**src/rtl/irq_halt_ctl.sv**
```systemverilog
module irq_halt_ctl #(
  parameter int HALT_LAT = 4,
  parameter int RST_LAT  = 3
) (
  input  logic        clk,
  input  logic        rst_n,
  input  logic [1:0]  ev_rd_done,
  input  logic [3:0]  ev_q_report,
  input  logic [3:0]  ev_nack,
  input  logic [15:0] ev_fault,
  input  logic [1:0]  m_idle,
  input  logic        wr_en,
  input  logic [2:0]  wr_sel,
  input  logic [31:0] wr_data,
  output logic        irq,
  output logic [31:0] status,
  output logic [1:0]  halt,
  output logic [1:0]  rst_pulse
);
  localparam int HCW = $clog2(HALT_LAT + 1);
  localparam int RCW = $clog2(RST_LAT + 1);
  localparam logic [31:0] CMD_ALL = 32'h0F73F3F7;
  localparam logic [31:0] CMD_M0  = 32'h000003F1;
  localparam logic [31:0] CMD_M1  = 32'h0003F001;

  logic [31:0] status_q, mask_q, pend_q, ev_set;
  logic [1:0]  halt_q, hack, rst_sel;
  logic [HCW-1:0] hcnt [2];
  logic [RCW-1:0] rcnt;
  logic        rdone;

  wire wr_mask   = wr_en && wr_sel == 3'd0;
  wire wr_stage  = wr_en && wr_sel == 3'd1;
  wire wr_commit = wr_en && wr_sel == 3'd2 && wr_data[0];
  wire wr_halt   = wr_en && wr_sel == 3'd3;
  wire wr_rst    = wr_en && wr_sel == 3'd4;

  assign rst_sel[0] = wr_rst && (wr_data == CMD_ALL || wr_data == CMD_M0);
  assign rst_sel[1] = wr_rst && (wr_data == CMD_ALL || wr_data == CMD_M1);
  assign rdone = rcnt == RCW'(1);

  always_comb begin
    ev_set = '0;
    for (int m = 0; m < 2; m++) begin
      ev_set[12*m]     = ev_rd_done[m];
      ev_set[12*m + 4] = ev_q_report[2*m];
      ev_set[12*m + 8] = ev_q_report[2*m + 1];
      for (int k = 0; k < 8; k++)
        ev_set[12*m + k + ((k < 2) ? 1 : (k < 5) ? 3 : 4)] = ev_fault[8*m + k];
    end
    for (int i = 0; i < 4; i++) ev_set[27 + i] = ev_nack[i];
    ev_set[24] = rdone;
    ev_set[25] = hack[0];
    ev_set[26] = hack[1];
  end

  always_ff @(posedge clk or negedge rst_n) begin
    if (!rst_n) begin
      status_q  <= '0;
      mask_q    <= '0;
      pend_q    <= '0;
      rcnt      <= '0;
      rst_pulse <= '0;
    end else begin
      status_q  <= (status_q & ~(wr_commit ? pend_q : 32'h0)) | ev_set;
      if (wr_mask) mask_q <= wr_data;
      if (wr_commit) pend_q <= '0;
      else if (wr_stage) pend_q <= pend_q | wr_data;
      rst_pulse <= rst_sel;
      if (|rst_sel) rcnt <= RCW'(RST_LAT);
      else if (rcnt != '0) rcnt <= rcnt - RCW'(1);
    end
  end

  for (genvar m = 0; m < 2; m++) begin : g_halt
    assign hack[m] = halt_q[m] && m_idle[m] && !rst_sel[m] &&
                     hcnt[m] == HCW'(HALT_LAT - 1);
    always_ff @(posedge clk or negedge rst_n) begin
      if (!rst_n) begin
        halt_q[m] <= 1'b0;
        hcnt[m]   <= '0;
      end else begin
        if (rst_sel[m]) halt_q[m] <= 1'b0;
        else if (wr_halt && wr_data[m]) halt_q[m] <= 1'b1;
        if (rst_sel[m] || !halt_q[m]) hcnt[m] <= '0;
        else if (hcnt[m] != HCW'(HALT_LAT)) hcnt[m] <= m_idle[m] ? hcnt[m] + HCW'(1) : '0;
      end
    end
  end

  assign status = status_q;
  assign halt   = halt_q;
  assign irq    = |(status_q & mask_q);
endmodule

```
**config.mk**
```make
export PLATFORM = sky130hd
export DESIGN_NAME = irq_halt_ctl
export DESIGN_NICKNAME = d
export VERILOG_FILES = /design/src/rtl/irq_halt_ctl.sv
export SDC_FILE = /design/constraint.sdc
export NUM_CORES = 1
export LEC_CHECK = 0
export ABC_CLOCK_PERIOD_IN_PS = 2000
export CORE_MARGIN = 8
export CORE_UTILIZATION = 40
export CTS_BUF_LIST = sky130_fd_sc_hd__clkbuf_16
export CTS_CLUSTER_SIZE = 10
export DETAILED_ROUTE_END_ITERATION = 10
export GPL_TIMING_DRIVEN = 1
export PLACE_DENSITY_LB_ADDON = 0.25
export SLEW_MARGIN = 10
export SYNTH_ARGS = -nofsm -noshare
export SYNTH_HDL_FRONTEND = slang
export SYNTH_SLANG_ARGS = --single-unit
```
**constraint.sdc**
```tcl
create_clock -name clk -period 2 [get_ports clk]
set_input_delay 0.4 -clock clk [delete_from_list [all_inputs] [get_ports clk]]
set_output_delay 0.4 -clock clk [all_outputs]
set_load 0.02 [all_outputs]
```
---- After elaboration in Yosys (flattened, before gate mapping) ----
Index checks and enable logic that the tools add are counted.
cells by class
  add/sub/neg operators ................... 3
  multiply operators ...................... 0
  div/mod/pow operators ................... 0
  $lt $le $gt $ge ......................... 0
  equality and inequality tests ........... 12
  shift operators ......................... 0
  mux-type cells .......................... 15
  bitwise gates (word level) .............. 5
  reductions and logical operators ........ 34
operators with widths
  kind                  number
  $mux 32               3
  $and 32x32->32        2
  $eq 32x10->1 const B  1
  $eq 32x18->1 const B  1
  $eq 32x28->1 const B  1
  $not 32->32           1
  $or 32x31->32         1
  $or 32x32->32         1
  $reduce_or 32->1      1
  $mux 3                6
  $logic_and 1x1->1     16
  $reduce_bool 2->1     7
  $eq 3x2->1 const B    4
  $add 3x1->3 const B   2
  $ne 3x3->1 const B    2
  $logic_not 1->1       4
  $logic_or 1x1->1      4
  $mux 1                4
  $mux 2                2
  $eq 3x1->1 const B    1
  $eq 3x3->1 const B    1
  $logic_not 3->1       1
  $eq 2x1->1 const B    1
  $reduce_or 2->1       1
  $sub 2x1->2 const B   1
storage, ports and cells
  register bits after elaboration ......... 108
  bits in latches ......................... 0
  bits in writable memories ............... 0
  ROM bits ................................ 0
  input port bits ......................... 66
  output and inout port bits .............. 37
  logic and storage cells ................. 78
  memories kept ........................... 0

---- Logic depth before layout (Yosys ltp) ----
Gate-level depths: netlist of the first run.
  depth in word-level cells ............... 7
  depth in mapped cells ................... 7
  gate-level depth less buffers ........... 6

---- Least setup slack after synthesis of the first run ----
No wires, ideal clock.
  kind .................................... register to output
  start ................................... register status_q[16] (netlist: status[16])
  end ..................................... output port irq
  arrival time ............................ 1.568 ns
  data required time ...................... 1.600 ns
  path slack .............................. 0.032 ns
  stages on the path, launching flop included .. 5
  path buffers ............................ 0
  path through ............................ dfrtp_1 a22o_1 a221oi_1 nand3_1 or4_1
between the ends
  word-level cells in the longest chain between the ends .. 2
RTL lines
  what                    line  RTL
  from (decl)             26    logic [31:0] status_q, mask_q, pend_q, ev_set;
  from (signal assigned)  65    status_q <= (status_q & ~(wr_commit ? pend_q : 32'h0)) | ev_set;
  $and 32x32->32          93    assign irq = |(status_q & mask_q);
  $reduce_or 32->1        93
  to (decl)               15    output logic irq,
No other way between the ends.

---- Worst setup path in the final report of the first run ----
  start ................................... register status_q[7] (netlist: status[7])
  end ..................................... output port irq
Same word-level chain as after synthesis.

==> results of run 1 <==
[cell type report]
cell class / count / area (um^2)
fillers: 941 / 4540
flip-flops and latches: 108 / 2700
multi-input cells: 259 / 1830
repair buffers: 180 / 1690
clock buffers: 9 / 225
well taps: 143 / 179
clock inverters: 7 / 68.8
inverters: 9 / 33.8
[cell usage in the layout (no fill, tap or decap), types with 3 or more instances in the layout]
| cell | Yosys | final |
|---|---|---|
| clkinvlp_4 | 0 | 3 |
| nor2_1 | 32 | 32 |
| o21ai_0 | 4 | 4 |
| clkdlybuf4s50_1 | 0 | 95 |
| a21oi_1 | 36 | 36 |
| buf_6 | 0 | 3 |
| mux2_2 | 33 | 33 |
| a21boi_0 | 3 | 3 |
| dlymetal6s2s_1 | 0 | 5 |
| nand3_1 | 10 | 10 |
| nor4_1 | 6 | 5 |
| buf_4 | 0 | 71 |
| dfrtp_1 | 108 | 108 |
| inv_1 | 9 | 10 |
| nand4_1 | 9 | 9 |
| clkbuf_16 | 0 | 9 |
| nand2_1 | 42 | 42 |
| buf_12 | 0 | 4 |
| ha_1 | 8 | 8 |
| a22oi_1 | 12 | 12 |
| a21o_1 | 27 | 27 |
[report_power, final]
part | leakage (nW) | internal (W) | total, W | switching, W
combinational | 1.49 | 0.000600 | 0.00109 | 0.000488
sequential | 1.23 | 0.00255 | 0.00277 | 0.000223
clock | 0.136 | 0.000965 | 0.00175 | 0.000782
total | 2.86 | 0.00411 | 0.00561 | 0.00149
[critical path, delay by kind of cell, from the launching register on]
family,cells,cell delay (ns)
buffers and inverters,1,0.15
DFF,1,0.38
AOI/OAI and AO/OA,2,0.41
and+or+nand+nor,2,0.68
[stage by stage]
stage	TNS, ns	total power, W	cells
4_1_cts	-0.401	0.00563	714
3_3_place_gp	-20.03	0.00383	697
6_report	-0.365	0.00561	715
5_1_grt	-0.424	0.00589	715
3_5_place_dp	-20.60	0.00388	697
2_1_floorplan	0	0.00330	390
[worst max-delay path by stage]
stage                           start  endpoint  slack, ns  cells after the start
2_1_floorplan    status[16]$_DFF_PN0_       irq       0.03                      4
3_5_place_dp   mask_q[16]$_DFFE_PN0P_       irq      -0.50                      5
5_1_grt           status[7]$_DFF_PN0_       irq      -0.42                      5
6_report          status[7]$_DFF_PN0_       irq      -0.37                      5
4_1_cts         mask_q[7]$_DFFE_PN0P_       irq      -0.40                      5
3_3_place_gp    mask_q[7]$_DFFE_PN0P_       irq      -0.46                      5
[layer usage]
| layer | GRT usage | share of wire | vias up |
|---|---|---|---|
| met5 | 0 | 0 | - |
| met4 | 0.0457 | 0.0083 | 0 |
| met3 | 0.0311 | 0.047 | 9 |
| met2 | 0.290 | 0.48 | 77 |
| met1 | 0.230 | 0.46 | 1838 |
| li1 | - | - | 1746 |
[logic make-up (layout without fill, tap and decap cells)]
| kind of cell | Yosys count | in the layout | synth area share |
|---|---|---|---|
| AND/OR/NAND/NOR | 124 | 124 | 0.142 |
| flip-flops | 108 | 108 | 0.591 |
| AO/OA/AOI/OAI | 93 | 93 | 0.140 |
| multiplexers | 33 | 33 | 0.0813 |
| buffers and inverters | 23 | 205 | 0.0222 |
| adder cells (fa/ha/maj) | 8 | 8 | 0.0219 |
| XOR/XNOR | 1 | 1 | 0.00192 |
[cell usage after synthesis (all sizes together)]
cell type  instances  area (um^2)
nand4b             2         17.5
nor3               2         10.0
and4               1         8.76
a22oi             12         90.1
buf               12         60.1
clkbuf             2         7.51
nand2b             2         12.5
a22o               2         17.5
nand4              9         56.3
inv                9         33.8
o21ai              5         28.8
a21boi             3         22.5
o311ai             2         42.6
or3                2         13.8
or4                1         7.51
a21oi             36          180
or2                1         8.76
and3b              1         8.76
nor4bb             2         20.0
a221oi             2         17.5
o2bb2ai            2         23.8
xor2               1         8.76
a31oi              1         6.26
nand2             42          158
dfrtp            108         2700
nand4bb            1         27.5
and3               1         6.26
mux2              33          372
a211oi             1         7.51
ha                 8          100
and2b              3         22.5
and2               1         6.26
nand3             10         50.1
a21o              27          203
nor2              33          126
nor4               7         58.8
nor3b              3         27.5
[flip-flops by register name, indices dropped and copies added (netlist names), named ones only]
signal     count
rst_pulse      2
halt           2
hcnt           6
pend_q        31
status        32
mask_q        32
rcnt           2
[what timing repair did]
| action | in CTS | in global routing |
|---|---|---|
| hold endpoints to repair | 18 | 0 |
| pin swaps | 5 | 10 |
| endpoints found under the setup margin | 10 | 39 |
| gates resized for setup | 8 | 17 |
| hold buffers | 1 | 0 |
| buffers inserted | 0 | 1 |
| gates cloned | 0 | 0 |
==> flow_metrics.env, run 1 <==
export IMPL_critPathKind="flop to output pin"
export IMPL_dieArea_um2=15100
export IMPL_whs_ns=0.463
export IMPL_finalHoldViolCount=0
export IMPL_vias=3670
export IMPL_vias_per_cell=5.13
export IMPL_worst_hold_startpoint="pend_q[15]$_DFFE_PN0P_"
export IMPL_synth_cell_type_count=44
export IMPL_violations="negative setup slack"
export IMPL_start_util=0.405
export IMPL_clock_latency_ns=0.34
export IMPL_avgSynthCellArea_um2=11.7
export IMPL_whs_endpoint="status[15]$_DFF_PN0_"
export IMPL_ir_worst_vdd_uv=380
export IMPL_worstMarginPinSlew_ns=0.396
export IMPL_wl_per_cell_um=17.8
export IMPL_netlist_area_um2=4570
export IMPL_synth_seq_cells=108
export IMPL_fp_dieW_um=123
export IMPL_path_clk_slew_ns=0.07
export IMPL_ys_seq_area_frac=0.591
export IMPL_drtAntennaViolNets=0
export IMPL_rsz0062_at_grt="true"
export IMPL_drive_gt1_frac=0.253
export IMPL_crit_path_max_fanout=2
export IMPL_cts_tree="yes"
export IMPL_stdcell_area_um2=6730
export IMPL_postSynthCellCount=390
export IMPL_fin_ws_ns=-0.365
export IMPL_cts_sinks=108
export IMPL_grt_total_usage=0.174
export IMPL_r2r_end="hcnt[3]$_DFFE_PN0P_"
export IMPL_dp_hpwl_um=9590
export IMPL_antenna_found_initial=0
export IMPL_cp_slowest_stage_delay_ns=0.53
export IMPL_rrSetupSlack_ns=0.68
export IMPL_ios=103
export IMPL_first_iter_violations=229
export IMPL_gp_congestion=0.799
export IMPL_cts_root_buf="clkbuf_16"
export IMPL_numCtsBuffers=9
export IMPL_skew_ns=0.00597
export IMPL_placed_cell_area_um2=6330
export IMPL_reg2reg_depth=6
export IMPL_relSlewSlack=0.735
export IMPL_worstSetupStartpointType="flop"
export IMPL_rows=39
export IMPL_holdPathStages=1
export IMPL_crit_required_ns=1.60
export IMPL_critical_path_slowest_cell="or4_4"
export IMPL_setup_violations=1
export IMPL_p_per_area_nw_per_um2=833
export IMPL_final_core_util=0.597
export IMPL_wl_um=12700
export IMPL_maxSlewViolCount=0
export IMPL_cts_buffer_depth=2
export IMPL_syn_nets=464
export IMPL_cap_violations=0
export IMPL_antenna_cells=0
export IMPL_timing_rr_start="hcnt[3]$_DFFE_PN0P_"
export IMPL_place_ws_ns=-0.500
export IMPL_crit_arrival_ns=1.97
export IMPL_area_delta_synth_final_pct=47.2
export IMPL_nets=641
export IMPL_cp_cell_sequence="a22o_1 > a221oi_2 > nand3_1 > or4_4 > buf_6"
export IMPL_grt_overflow=0
export IMPL_htreeDepth=3
export IMPL_grt_max_degree=59
export IMPL_drt_pre_antenna_iters=4
export IMPL_p_leak_nw=2.86
export IMPL_fmax_mhz=423
export IMPL_run_status="complete, but fails checks"
export IMPL_critPathCaptureType="output pin"
export IMPL_coreArea_um2=11300
export IMPL_grt_pass1_wl_um=20600
export IMPL_period_needed_ns=2.37
export IMPL_yosysWarnings=0
export IMPL_drc=0
export IMPL_grt_pass1_vias=3993
export IMPL_hp_class="flop to flop"
export IMPL_dieHeight_um=123
export IMPL_fin_crit_sh=1.18
export IMPL_portBuffers=102
Power figures use the tool's default switching activity.
==> inputs of run 2 (changes only) <==
- ABC_AREA: not set -> 0
==> results of run 2 <==
The final DEF is identical to that of run 1; final timing and power are the same.
==> inputs of run 3 (changes only) <==
- ABC_AREA: 0 -> 1
- SETUP_SLACK_MARGIN: not set -> 0.5
==> run 3 against run 2 <==
Compared with the run above:
- the flow still finishes with violations (negative setup slack)
- fmax grew 15%
- synthesized cell count grew 55%
- routed wire length grew 4.1%
- core utilization shrank 3.0 points
- combinational power shrank 9%
- final cell count grew 25%
- non-clock buffer count shrank 38
- critical endpoint unchanged
==> flow_metrics.env, run 3 <==
export IMPL_run_status="complete, but fails checks"
export IMPL_coreArea_um2=12000
export IMPL_rrSetupSlack_ns=0.80
export IMPL_wl_per_cell_um=14.8
export IMPL_p_leak_nw=3.44
export IMPL_grt_total_usage=0.168
export IMPL_grt_pass1_wl_um=21700
export IMPL_synth_top_area_share=0.550
export IMPL_n_fill_cell=1090
export IMPL_antenna_cells=0
export IMPL_path_clk_slew_ns=0.07
export IMPL_postSynthCellCount=603
export IMPL_multi_input_area_um2=1820
export IMPL_synth_area_leader_cell="dfrtp_1"
export IMPL_numCtsBuffers=9
export IMPL_stdcell_area_um2=6810
export IMPL_hold_buffers=0
export IMPL_skew_ns=0.00547
export IMPL_cap_violations=0
export IMPL_avgSynthCellArea_um2=8.15
export IMPL_vias_per_cell=4.81
export IMPL_worstSetupStartpointType="flop"
export IMPL_htreeDepth=3
export IMPL_critical_path_slowest_cell="dfrtp_1"
export IMPL_ys_seq_area_frac=0.550
export IMPL_dieHeight_um=127
export IMPL_synth_async_reset_ratio=1.00
export IMPL_rows=40
export IMPL_final_cell_mix="nand2_1, dfrtp_1, inv_1, o21ai_0, a21oi_1"
export IMPL_ir_worst_vdd_uv=353
export IMPL_grt_overflow=0
export IMPL_fin_cells=893
export IMPL_final_core_util=0.567
export IMPL_cts_tree="yes"
export IMPL_area_delta_synth_final_pct=38.5
export IMPL_reg2reg_depth=5
export IMPL_fin_crit_sh=1.03
export IMPL_ios=103
export IMPL_yosysWarnings=0
export IMPL_fmax_mhz=486
export IMPL_fin_ws_ns=-0.0581
export IMPL_placed_cell_area_um2=6310
export IMPL_synth_edff_count=0
export IMPL_ff_latch_area_um2=2710
export IMPL_fp_dieW_um=127
export IMPL_crit_start="status[3]$_DFF_PN0_"
export IMPL_setup_violations=1
export IMPL_yosys_top_cells_area="dfrtp_1, nand2_1, inv_1, o21ai_0, a21oi_1"
export IMPL_drive_gt1_frac=0.180
export IMPL_gp_congestion=0.815
export IMPL_dp_hpwl_um=9360
export IMPL_synth_common_cells="nand2_1, inv_1, dfrtp_1"
export IMPL_yosys_most_used_dff="dfrtp_1"
export IMPL_violations="negative setup slack"
export IMPL_timing_rr_start="hcnt[0]$_DFFE_PN0P_"
export IMPL_r2r_end="hcnt[2]$_DFFE_PN0P_"
export IMPL_synth_cell_type_count=24
export IMPL_hp_class="input port to async pin"
export IMPL_portBuffers=102
export IMPL_clock_latency_ns=0.34
export IMPL_cp_depth=6
export IMPL_wl_um=13200
export IMPL_critPathTopFamily="simple AND/OR/NAND/NOR gates"
export IMPL_maxSlewViolCount=0
export IMPL_antenna_found_initial=0
export IMPL_crit_end="irq"
export IMPL_yosysMostFrequentCell="nand2_1"
export IMPL_drtAntennaViolNets=0
export IMPL_finalHoldViolCount=0
export IMPL_vias=4294
export IMPL_relSlewSlack=0.629
export IMPL_first_iter_violations=294
export IMPL_path_buf_inv=1
export IMPL_crit_arrival_ns=1.66
export IMPL_critPathKind="flop to output pin"
export IMPL_cp_cell_sequence="a22o_1 > a21oi_2 > nand4_1 > nor2_1 > nand2_1 > buf_6"
export IMPL_cp_slowest_stage_delay_ns=0.38
export IMPL_numPlacedInstances=866
export IMPL_nets=815
export IMPL_drt_pre_antenna_iters=6
export IMPL_critPathCaptureType="output pin"
export IMPL_netlist_area_um2=4920
export IMPL_period_needed_ns=2.06
export IMPL_cts_buffer_depth=2
export IMPL_start_util=0.409
export IMPL_rsz0062_at_grt="true"
export IMPL_final_common_cell="nand2_1"
export IMPL_cts_sinks=108
export IMPL_synth_seq_cells=108
export IMPL_worstMarginPinSlew_ns=0.556
export IMPL_dieArea_um2=16100
export IMPL_p_per_area_nw_per_um2=819
export IMPL_drc=0
export IMPL_crit_path_max_fanout=2
export IMPL_place_ws_ns=-0.0591
export IMPL_cts_root_buf="clkbuf_16"
export IMPL_grt_max_degree=65
export IMPL_crit_required_ns=1.60
export IMPL_syn_nets=677
export IMPL_grt_pass1_vias=4521
-- run 3: changes by cell type in the layout (fill, tap and decap cells not counted), moves of 33 or more --
cell	delta
inv_1	+89
mux2_2	-33
nand2_1	+128
clkdlybuf4s50_1	-67
o21ai_0	+50
buf_4	-46
-- run 3: worst register-to-register path: stages (launching register included) --
cell     delay, ns
dfrtp_1       0.42
ha_1          0.21
ha_1          0.28
inv_1         0.05
nand2_1       0.04
a21oi_1       0.13
-- run 3: metal layers --
| layer | track usage | part of all wire | up-vias |
|---|---|---|---|
| met4 | 0.0574 | 0.014 | 0 |
| met3 | 0.0381 | 0.053 | 15 |
| met5 | 0 | 0 | - |
| li1 | - | - | 2133 |
| met2 | 0.284 | 0.49 | 101 |
| met1 | 0.208 | 0.45 | 2045 |
-- run 3: final cells by class --
type / count / area share
Tap cell: 147 / 0.0270
Clock inverter: 7 / 0.0134
Clock buffer: 9 / 0.0331
Timing Repair Buffer: 142 / 0.200
Sequential cell: 108 / 0.397
Multi-Input combinational cell: 367 / 0.267
Inverter: 113 / 0.0623
-- run 3: timing repair --
action | 4_1_cts | 5_1_grt
gates cloned | 2 | 0
pin swaps | 14 | 5
resized for setup | 181 | 40
setup buffers | 9 | 0
endpoints found under the setup margin | 83 | 50
-- run 3: power by group --
group / internal, W / switching [W]
clock network: 0.00109 / 0.000807
registers: 0.00251 / 0.000165
logic: 0.000444 / 0.000551
total: 0.00405 / 0.00152
-- run 3: kinds of logic after synthesis --
logic type	after synthesis	synth area share
buffers and inverters	128	0.103
DFF	108	0.550
and+or+nand+nor	246	0.203
adders and majority gates	8	0.0204
xor gates and xnor gates	1	0.00178
AOI/OAI and AO/OA	112	0.122
-- run 3: worst min path at each step --
stage                                  endpoint  slack [ns]   from  cells after the start
after floorplan                       async pin        0.10  rst_n                      0
after global placement      status[6]$_DFF_PN0_        0.41  rst_n                      1
after detailed placement    status[6]$_DFF_PN0_        0.42  rst_n                      1
after CTS                   status[6]$_DFF_PN0_        0.05  rst_n                      1
after global routing        status[4]$_DFF_PN0_        0.07  rst_n                      1
final                     pend_q[7]$_DFFE_PN0P_        0.04  rst_n                      1
-- run 3: through the flow --
stage | hold WS (ns) | TNS (ns) | total power [W]
6_report | 0.0364 | -0.0581 | 0.00557
5_1_grt | 0.0677 | -0.0837 | 0.00586
4_1_cts | 0.0488 | -0.0166 | 0.00561
3_3_place_gp | 0.413 | 0 | 0.00366
3_5_place_dp | 0.422 | -0.101 | 0.00371
2_1_floorplan | 0.104 | 0 | 0.00323
